## src/rtl/peak_slicer_pkg.sv

```systemverilog
package peak_slicer_pkg;
    typedef enum logic [1:0] {
        MODE_AVG   = 2'd0,
        MODE_CLAMP = 2'd1,
        MODE_LOSSY = 2'd2
    } trk_mode_e;
endpackage

```

## src/rtl/pks_mode_fsm.sv

```systemverilog
module pks_mode_fsm
    import peak_slicer_pkg::*;
#(
    parameter int CLAMP_BITS = 3
) (
    input  logic      clk,
    input  logic      rst_n,
    input  logic      acq,
    input  logic      bit_stb,
    output trk_mode_e mode
);
    localparam int CW = $clog2(CLAMP_BITS + 1);

    trk_mode_e st_q, st_d;
    logic [CW-1:0] cnt_q;

    // state register and clamp strobe counter
    always_ff @(posedge clk or negedge rst_n) begin
        if (!rst_n) begin
            st_q  <= MODE_AVG;
            cnt_q <= '0;
        end else begin
            st_q <= st_d;
            if (st_q != MODE_CLAMP)
                cnt_q <= '0;
            else if (bit_stb)
                cnt_q <= cnt_q + 1'b1;
        end
    end

    // next state
    always_comb begin
        st_d = st_q;
        unique case (st_q)
            MODE_AVG:   if (acq) st_d = MODE_CLAMP;
            MODE_CLAMP: begin
                if (!acq)
                    st_d = MODE_AVG;
                else if (bit_stb && (cnt_q == CW'(CLAMP_BITS - 1)))
                    st_d = MODE_LOSSY;
            end
            MODE_LOSSY: if (!acq) st_d = MODE_AVG;
            default:    st_d = MODE_AVG;
        endcase
    end

    // outputs
    always_comb begin
        mode = st_q;
    end
endmodule

```

## src/rtl/pks_peak_track.sv

```systemverilog
module pks_peak_track
    import peak_slicer_pkg::*;
#(
    parameter int DW       = 12,
    parameter int CLAMP_SH = 2,
    parameter int LOSSY_SH = 6,
    parameter int AVG_SH   = 8
) (
    input  logic                 clk,
    input  logic                 rst_n,
    input  trk_mode_e            mode,
    input  logic                 smp_vld,
    input  logic                 bit_stb,
    input  logic                 pll_lock,
    input  logic                 dec_bit,
    input  logic signed [DW-1:0] smp_in,
    output logic signed [DW-1:0] pk_pos,
    output logic signed [DW-1:0] pk_neg
);
    localparam int WW = DW + 2;

    logic signed [WW-1:0] x_w, pos_w, neg_w, mid_w, pos_n, neg_n;

    assign x_w   = {{2{smp_in[DW-1]}}, smp_in};
    assign pos_w = {{2{pk_pos[DW-1]}}, pk_pos};
    assign neg_w = {{2{pk_neg[DW-1]}}, pk_neg};
    assign mid_w = (pos_w + neg_w) >>> 1;

    always_comb begin
        pos_n = pos_w;
        neg_n = neg_w;
        unique case (mode)
            MODE_CLAMP: begin
                pos_n = pos_w + ((x_w - pos_w) >>> CLAMP_SH);
                neg_n = neg_w + ((x_w - neg_w) >>> CLAMP_SH);
            end
            MODE_LOSSY: begin
                if (x_w > pos_w) pos_n = x_w;
                else             pos_n = pos_w - ((pos_w - mid_w) >>> LOSSY_SH);
                if (x_w < neg_w) neg_n = x_w;
                else             neg_n = neg_w + ((mid_w - neg_w) >>> LOSSY_SH);
            end
            MODE_AVG: begin
                if (bit_stb && pll_lock) begin
                    if (dec_bit) pos_n = pos_w + ((x_w - pos_w) >>> AVG_SH);
                    else         neg_n = neg_w + ((x_w - neg_w) >>> AVG_SH);
                end
            end
            default: ;
        endcase
    end

    always_ff @(posedge clk or negedge rst_n) begin
        if (!rst_n) begin
            pk_pos <= '0;
            pk_neg <= '0;
        end else if (smp_vld) begin
            pk_pos <= pos_n[DW-1:0];
            pk_neg <= neg_n[DW-1:0];
        end
    end
endmodule

```

## src/rtl/pks_slicer.sv

```systemverilog
module pks_slicer #(
    parameter int DW       = 12,
    parameter int ISI_SH_N = 2,
    parameter int ISI_SH_W = 3
) (
    input  logic                 clk,
    input  logic                 rst_n,
    input  logic                 bit_stb,
    input  logic                 bt_sel,
    input  logic signed [DW-1:0] smp_in,
    input  logic signed [DW-1:0] pk_pos,
    input  logic signed [DW-1:0] pk_neg,
    output logic signed [DW-1:0] thresh,
    output logic                 dec_bit,
    output logic                 rx_bit
);
    localparam int WW = DW + 2;

    logic [1:0] hist_q;
    logic signed [WW-1:0] x_w, pos_w, neg_w, base_w, p2p_w, isi_w, thr_w;

    assign x_w    = {{2{smp_in[DW-1]}}, smp_in};
    assign pos_w  = {{2{pk_pos[DW-1]}}, pk_pos};
    assign neg_w  = {{2{pk_neg[DW-1]}}, pk_neg};
    assign base_w = (pos_w + neg_w) >>> 1;
    assign p2p_w  = pos_w - neg_w;
    assign isi_w  = bt_sel ? (p2p_w >>> ISI_SH_W) : (p2p_w >>> ISI_SH_N);

    always_comb begin
        thr_w = base_w;
        if (hist_q[0] == hist_q[1])
            thr_w = hist_q[0] ? (base_w + isi_w) : (base_w - isi_w);
    end

    assign thresh  = thr_w[DW-1:0];
    assign dec_bit = (x_w > thr_w);

    always_ff @(posedge clk or negedge rst_n) begin
        if (!rst_n) begin
            hist_q <= '0;
            rx_bit <= 1'b0;
        end else if (bit_stb) begin
            hist_q <= {hist_q[0], dec_bit};
            rx_bit <= dec_bit;
        end
    end
endmodule

```

## src/rtl/peak_slicer.sv

```systemverilog
module peak_slicer
    import peak_slicer_pkg::*;
#(
    parameter int DW         = 12,
    parameter int CLAMP_BITS = 3,
    parameter int CLAMP_SH   = 2,
    parameter int LOSSY_SH   = 6,
    parameter int AVG_SH     = 8,
    parameter int ISI_SH_N   = 2,
    parameter int ISI_SH_W   = 3
) (
    input  logic                 clk,
    input  logic                 rst_n,
    input  logic                 smp_vld,
    input  logic signed [DW-1:0] smp_in,
    input  logic                 mid_stb,
    input  logic                 acq,
    input  logic                 pll_lock,
    input  logic                 bt_sel,
    output logic                 rx_bit,
    output logic signed [DW-1:0] pk_pos,
    output logic signed [DW-1:0] pk_neg,
    output logic signed [DW-1:0] thresh
);
    trk_mode_e mode;
    logic      bit_stb;
    logic      dec_bit;

    assign bit_stb = smp_vld & mid_stb;

    pks_mode_fsm #(.CLAMP_BITS(CLAMP_BITS)) u_fsm (
        .clk(clk), .rst_n(rst_n), .acq(acq), .bit_stb(bit_stb), .mode(mode)
    );

    pks_peak_track #(
        .DW(DW), .CLAMP_SH(CLAMP_SH), .LOSSY_SH(LOSSY_SH), .AVG_SH(AVG_SH)
    ) u_trk (
        .clk(clk), .rst_n(rst_n), .mode(mode), .smp_vld(smp_vld),
        .bit_stb(bit_stb), .pll_lock(pll_lock), .dec_bit(dec_bit),
        .smp_in(smp_in), .pk_pos(pk_pos), .pk_neg(pk_neg)
    );

    pks_slicer #(.DW(DW), .ISI_SH_N(ISI_SH_N), .ISI_SH_W(ISI_SH_W)) u_slc (
        .clk(clk), .rst_n(rst_n), .bit_stb(bit_stb), .bt_sel(bt_sel),
        .smp_in(smp_in), .pk_pos(pk_pos), .pk_neg(pk_neg),
        .thresh(thresh), .dec_bit(dec_bit), .rx_bit(rx_bit)
    );
endmodule

```

## config.mk

```make
export PLATFORM = sky130hd
export DESIGN_NAME = peak_slicer
export DESIGN_NICKNAME = d
export VERILOG_FILES = /design/src/rtl/peak_slicer_pkg.sv /design/src/rtl/pks_mode_fsm.sv /design/src/rtl/pks_peak_track.sv /design/src/rtl/pks_slicer.sv /design/src/rtl/peak_slicer.sv
export SDC_FILE = /design/constraint.sdc
export NUM_CORES = 1
export LEC_CHECK = 0
export ABC_AREA = 1
export CORE_MARGIN = 1.5
export CORE_UTILIZATION = 40
export CTS_CLUSTER_DIAMETER = 40
export CTS_CLUSTER_SIZE = 24
export DETAILED_ROUTE_END_ITERATION = 10
export PLACE_DENSITY = 0.65
export SYNTH_ARGS = -nofsm -noshare
export SYNTH_HDL_FRONTEND = slang
export SYNTH_SLANG_ARGS = --single-unit
```

## constraint.sdc

```tcl
create_clock -name clk -period 5.2 [get_ports clk]
set_input_delay 1.3 -clock clk [delete_from_list [all_inputs] [get_ports clk]]
set_output_delay 1.3 -clock clk [all_outputs]
set_load 0.03 [all_outputs]
```

=== Yosys cells after proc, flatten, opt, wreduce, memory -nomap -nowiden ===
Index checks and enable logic that the tools add are counted.

* Word-level logic and storage cells: 62
* Flip-flop bits (word level): 31
* Output and inout port bits: 37
* Input port bits: 19

* Reduce and logical (&&, ||, !) cells: 8
* Add/subtract/negate cells: 15
* Bitwise logic cells: 1
* Order comparisons: 3
* Equal/unequal tests: 11
* Muxes and demuxes: 18

{| class="wikitable"
|+ Operators by type and width
! kind !! count
|-
| $mux 12 || 6
|-
| $pmux 12 s3 || 2
|-
| $sub 12x12->13 || 5
|-
| $mux 14 || 2
|-
| $add 12x11->12 || 2
|-
| $add 12x5->12 || 2
|-
| $gt 12x14->1 || 1
|-
| $add 12x11->13 || 1
|-
| $add 12x12->13 || 1
|-
| $sub 12x11->13 || 1
|-
| $add 12x7->12 || 1
|-
| $gt 12x12->1 || 1
|-
| $lt 12x12->1 || 1
|-
| $mux 2 || 6
|-
| $sub 12x7->12 || 1
|-
| $mux 10 || 1
|-
| $ne 2x2->1 const B || 4
|-
| $reduce_and 4->1 || 2
|-
| $pmux 2 s3 || 1
|-
| $eq 2x2->1 const B || 2
|-
| $ne 2x1->1 const B || 2
|-
| $ne 3x2->1 const B || 1
|-
| $reduce_and 3->1 || 1
|-
| $reduce_bool 3->1 || 1
|-
| other kinds (7) || 8
|}

=== Longest topological paths before layout ===
* Depth in word-level cells: 9
* Gate-level depth with buffers: 44
* Depth with buffers taken out: 42

=== By module ===
A second synthesis with hierarchy kept.

* Cells, all modules: 1421
* Area, all modules: 8938.6 um2

{| class="wikitable"
|+ By module, submodules not included
! module !! cells an instance !! sequential area each (um2) !! times used !! area an instance (um2)
|-
| pks_peak_track || 921 || 600.6 || 1 || 5890.6
|-
| pks_slicer || 472 || 50.0 || 1 || 2842.7
|-
| pks_mode_fsm || 26 || 100.1 || 1 || 197.7
|-
| peak_slicer || 2 || 0.0 || 1 || 7.5
|}

=== Least setup slack after synthesis ===
Ideal clock, no wire load.

* Path type: in2reg
* Start: input port bt_sel
* End: register u_trk.pk_pos[2]
* Arrival: 5.838 ns
* Setup time: 0.129 ns
* Cell stages on the path: 31
* Required time: 5.071 ns
* Slack: -0.767 ns
* Path buffers: 3
* Cell sequence: buf_4 -> inv_1 -> clkbuf_4 -> nand3_1 -> o21ai_1 -> inv_1 -> ha_1 -> nand2_1 -> o21ai_0 -> fa_1 -> a31oi_1 -> nor2_1 -> o21ai_0 -> nand2_1 -> xor2_1 -> inv_1 -> o21ai_0 -> inv_1 -> ha_1 -> a21oi_1 -> o21ai_0 -> a211oi_1 -> nand2_1 -> xor2_1 -> nand2_1 -> nand2_1 -> nand2_1 -> clkbuf_1 -> a21oi_1 -> o21ai_0 -> o21ai_0

* Longest elaborated chain between the ends: 7
* Elaborated cells between the ends (all ways): 8
* Classes of those cells: add/sub: 2; order compare: 1; eq/ne: 1; mux: 3; reduce/logical: 1

{| class="wikitable"
|+ RTL lines
! element !! RTL line !! source
|-
| start, declared || peak_slicer.sv:19 || <nowiki>input logic bt_sel,</nowiki>
|-
| $mux 10 (*) || pks_slicer.sv:27 || <nowiki>assign isi_w = bt_sel ? (p2p_w >>> ISI_SH_W) : (p2p_w >>> ISI_SH_N);</nowiki>
|-
| $sub 12x11->13 / $add 12x11->13 (equally long branches) || pks_slicer.sv:32 || <nowiki>thr_w = hist_q[0] ? (base_w + isi_w) : (base_w - isi_w);</nowiki>
|-
| $mux 14 (*) || pks_slicer.sv:32 ||
|-
| $mux 14 (*) || pks_slicer.sv:31 || <nowiki>if (hist_q[0] == hist_q[1])</nowiki>
|-
| named net thresh[6] || peak_slicer.sv:23 || <nowiki>output logic signed [DW-1:0] thresh</nowiki>
|-
| $gt 12x14->1 (*) || pks_slicer.sv:36 || <nowiki>assign dec_bit = (x_w > thr_w);</nowiki>
|-
| $ne 2x2->1 (no source line) (*) || - ||
|-
| $reduce_and 4->1 (no source line) (*) || - ||
|-
| end signal, assigned || pks_peak_track.sv:58 || <nowiki>pk_pos <= pos_n[DW-1:0];</nowiki>
|-
| end, declared || pks_peak_track.sv:17 || <nowiki>output logic signed [DW-1:0] pk_pos,</nowiki>
|}

Mark *: on every way through the listed nets, which the timed path passes. The rest lies on a longest branch.
A chain may end at the register's enable or synchronous reset.

=== Final worst setup path ===
* Start: register u_trk.pk_pos[2]
* End: register u_trk.pk_neg[4]

* Longest elaborated chain between the ends: 8
* Elaborated cells between the ends (all ways): 14
* Classes of those cells: add/sub: 6; order compare: 1; eq/ne: 1; mux: 5; reduce/logical: 1

{| class="wikitable"
|+ RTL lines
! element !! RTL line !! source
|-
| $sub 12x12->13 || pks_slicer.sv:26 || <nowiki>assign p2p_w = pos_w - neg_w;</nowiki>
|-
| $mux 10 || pks_slicer.sv:27 ||
|-
| $sub 12x11->13 / $add 12x11->13 (equally long branches) || pks_slicer.sv:32 ||
|-
| $mux 14 || pks_slicer.sv:32 ||
|-
| $mux 14 || pks_slicer.sv:31 ||
|-
| $gt 12x14->1 || pks_slicer.sv:36 ||
|-
| $ne 2x2->1 (no source line) || - ||
|-
| $reduce_and 4->1 (no source line) || - ||
|-
| end signal, assigned || pks_peak_track.sv:59 || <nowiki>pk_neg <= neg_n[DW-1:0];</nowiki>
|-
| end, declared || pks_peak_track.sv:18 || <nowiki>output logic signed [DW-1:0] pk_neg</nowiki>
|}

Several ways; a longest one is shown, not always the timed one.

==> key figures <==
Yosys
  – Largest family of logic cells by synthesized area: simple AND/OR/NAND/NOR gates
  – Top-area cell type share of the netlist area: 21.0%
  – Synth Area in Simple Gates: 28.5%
  – Netlist cell types: 56
  – Synth Area in XOR/XNOR: 8.14%
  – Post-Syn Nets: 1504
  – Multiplexer area fraction after synthesis: 0.121%
  – Yosys reg bits: 30
  – EDFF count, synth: 0
  – Syn. warnings: 0
  – Sequential share of the synthesized area: 9.06%
  – Adder-cell share of the synthesized area: 22.4%
  – Mapped Cells: 1340
  – Async SR Flop Fraction: 100%
  – Compound-Gate Fraction of Synth Area: 19.9%
  – Syn_area_per_cell: 6.18 sq um
  – Synth area leaders: ha_1, nand2_1, inv_1
  – Post-synthesis instance area: 8290 sq um
  – Top FF cell, synth: dfrtp_1
  – Synth area leader: ha_1

Floorplan
  – Core Area: 20300 sq um
  – Num rows: 52
  – Die Width: 147 microns
  – Die area: 21600 sq um
  – Die H: 147 microns
  – Starting Density: 40.8%
  – I/O pins: 56

Routing
  – Drt initial violations: 724
  – Drt wl/cell: 17.0 microns
  – TritonRoute pass-1 iters: 9
  – Via-to-Cell Ratio: 5.29
  – DRT antenna net count: 0
  – Remaining DRCs: 0
  – Drt total wl: 32.5 mm
  – Routed vias: 10100

Place
  – DP HPWL: 26.3 mm
  – Dpl cell area: 10900 sq um
  – Gpl congestion: 1.01
  – Port Buffers: 55

Layout
  – Util after Layout: 59.4%
  – Sequential Area: 751 sq um
  – Layout fillers: 1935
  – Multi-input gate area: 7370 sq um
  – Ant. Diodes: 0
  – Final Net Count: 1807
  – Layout cells sized above 1: 29.1%
  – Syn-to-layout area delta: 45.5%
  – Post-route cell area: 12100 sq um

Clock network
  – Post-CTS Hold Fix Bufs: 0
  – TritonCTS Sinks: 30
  – CTS tree: done
  – Max clock buf depth: 2
  – Total clock buffers created by CTS: 5
  – Clk slew on worst S/H paths: 0.06 ns
  – Worst-Skew Late Latency: 0.29 ns
  – Clock root buffer master: clkbuf_16
  – Htree depth: 2

Critical path
  – Startpoint types: flip-flop
  – Critical path's largest stage delay: 0.43 ns
  – CP required: 5.35 ns
  – Setup crit end kind: flip-flop
  – Crit path kind: flip-flop to flip-flop
  – Critical path arrival: 5.49 ns
  – Worst path slowest cell: dfrtp_1
  – Most common cell on crit path: nand2_1
  – Worst Path Max Fanout: 6

Status
  – Failing checks: negative setup slack
  – Status: complete, but fails checks

GRT
  – GRT Overall Usage: 29.3%
  – GR Overflow Total: 0
  – Initial antenna violation count: 0
  – Largest net degree at the start of global routing: 31
  – First-pass GRT wire length: 49.8 mm
  – Number of global-route vias before repair: 9630

STA
  – # setup viols final: 26
  – Post-Route Skew: 0.00949 ns
  – RSZ-0062 raised after global routing: true
  – Relative slew slack: 19.1%
  – Slew Limit Fails: 0
  – Fin crit share: 103%
  – Final hold viol count: 0
  – Worst-Margin Slew: 1.21 ns
  – Final setup margin: -0.139 ns
  – Max Freq: 0.187 GHz
  – Min cycle time layout: 5.34 ns

Worst hold path
  – Worst hold-check path type: flip-flop to flip-flop

Job
  – Number of max-cap violations: 0
[metal layers]
layer  routed length (microns)  GRT usage [%]  part of all wire [%]
met3                      1930           2.42                   5.9
met2                     15300           51.0                    47
met1                     13700           37.5                    42
met5                         0              0                     0
met4                      1600           11.8                   4.9
[worst paths after layout]
check,start,endpoint,slack [ns],depth (start not counted)
min,u_fsm.mode[1]$_DFFE_PN0P_,u_fsm.mode[0]$_DFFE_PN0P_,0.51,1
max,u_trk.pk_pos[2]$_DFFE_PN0P_,u_trk.pk_neg[4]$_DFFE_PN0P_,-0.14,36
min reg2reg,u_fsm.mode[1]$_DFFE_PN0P_,u_fsm.mode[0]$_DFFE_PN0P_,0.51,1
max in group asynchronous,rst_n,u_trk.pk_neg[10]$_DFFE_PN0P_,3.45,2
min in group asynchronous,rst_n,u_fsm.mode[0]$_DFFE_PN0P_,1.42,2
max reg2reg,u_trk.pk_pos[2]$_DFFE_PN0P_,u_trk.pk_neg[4]$_DFFE_PN0P_,-0.14,36
[repair_timing]
item                       in CTS  in global routing
setup endpoints to repair      35                 34
setup buffers                   9                 14
pin swaps                      37                 34
cloned                          2                  1
resized for setup              91                130
hold endpoints to repair        0                  0
[cells in the final DEF, fill, tap and decap left out, types with 4 or more instances in the layout]
cell type | synthesis | final
o211ai_1 | 8 | 8
ha_4 | 0 | 18
inv_2 | 6 | 22
a31oi_1 | 17 | 13
a21oi_1 | 124 | 97
a21oi_4 | 0 | 4
o21ai_0 | 76 | 52
clkdlybuf4s50_1 | 0 | 43
inv_1 | 215 | 195
nor2_4 | 2 | 4
o31ai_1 | 6 | 5
nand2_1 | 329 | 297
buf_4 | 4 | 251
buf_6 | 4 | 16
clkbuf_16 | 0 | 5
a21oi_2 | 3 | 26
nor3_1 | 13 | 9
nand2_4 | 0 | 10
dfrtp_1 | 30 | 30
nor2_1 | 68 | 60
nand3_2 | 4 | 14
ha_1 | 139 | 117
nand3_1 | 88 | 76
o21ai_2 | 5 | 12
a21o_1 | 8 | 8
nor2_2 | 2 | 8
fa_1 | 6 | 6
xnor2_1 | 28 | 26
xor2_1 | 49 | 45
ha_2 | 0 | 4
o21ai_1 | 19 | 36
nand2_2 | 18 | 39
nand4_1 | 9 | 9
nand3b_1 | 4 | 4
nor3_2 | 2 | 5
[flip-flops by register name (all words and copies together) (netlist names)]
register	cells
u_trk.pk_neg	12
u_slc.hist_q	2
u_trk.pk_pos	12
u_fsm.mode	2
u_fsm.cnt_q	2
[logic make-up (layout without fill, tap and decap cells)]
family          after synthesis  in the layout
compound gates              292            292
fa+ha+maj                   145            145
mux                           1              1
buf+inv                     246            549
simple gates                549            550
xor+xnor                     77             77
flops                        30             30
[synthesized netlist by cell type (4+ instances only)]
library cell / number
nand2_1: 329
inv_1: 215
ha_1: 139
a21oi_1: 124
nand3_1: 88
o21ai_0: 76
nor2_1: 68
xor2_1: 49
dfrtp_1: 30
xnor2_1: 28
o21ai_1: 19
nand2_2: 18
a31oi_1: 17
nor3_1: 13
nand4_1: 9
a21o_1: 8
o211ai_1: 8
buf_2: 7
clkbuf_1: 6
fa_1: 6
inv_2: 6
o31ai_1: 6
o21ai_2: 5
a22oi_1: 4
buf_4: 4
buf_6: 4
nand3_2: 4
nand3b_1: 4
[area by class of cell]
type	count	share of cell area, %
clock inverters	1	0.0415
well taps	270	2.80
repair buffers	317	21.3
multi-input cells	1065	61.1
clock buffers	7	1.18
repair inverters	2	0.156
flip-flops and latches	30	6.23
inverters	222	7.14
[worst max-delay path, delay by kind of cell (launching register included)]
| kind | cells | cell delay, ns |
|---|---|---|
| and+or+nand+nor | 17 | 1.61 |
| buffers and inverters | 7 | 0.85 |
| DFF | 1 | 0.43 |
| AOI/OAI and AO/OA | 7 | 1.03 |
| xor gates and xnor gates | 2 | 0.34 |
| adders and majority gates | 3 | 0.91 |
[stage by stage]
stage | std cells | setup slack (ns) | hold slack (ns) | setup TNS, ns
after floorplan | 1340 | -0.213 | 0.467 | -3.61
after detailed placement | 1881 | -0.979 | 0.500 | -28.99
after CTS | 1900 | -0.0655 | 0.508 | -0.0937
final | 1914 | -0.139 | 0.508 | -1.80
after global placement | 1881 | -0.941 | 0.502 | -27.95
after global routing | 1914 | -0.482 | 0.535 | -11.79
Power is not shown: default switching activity piles up to over one toggle a cycle in this logic, so the estimate is an artifact.
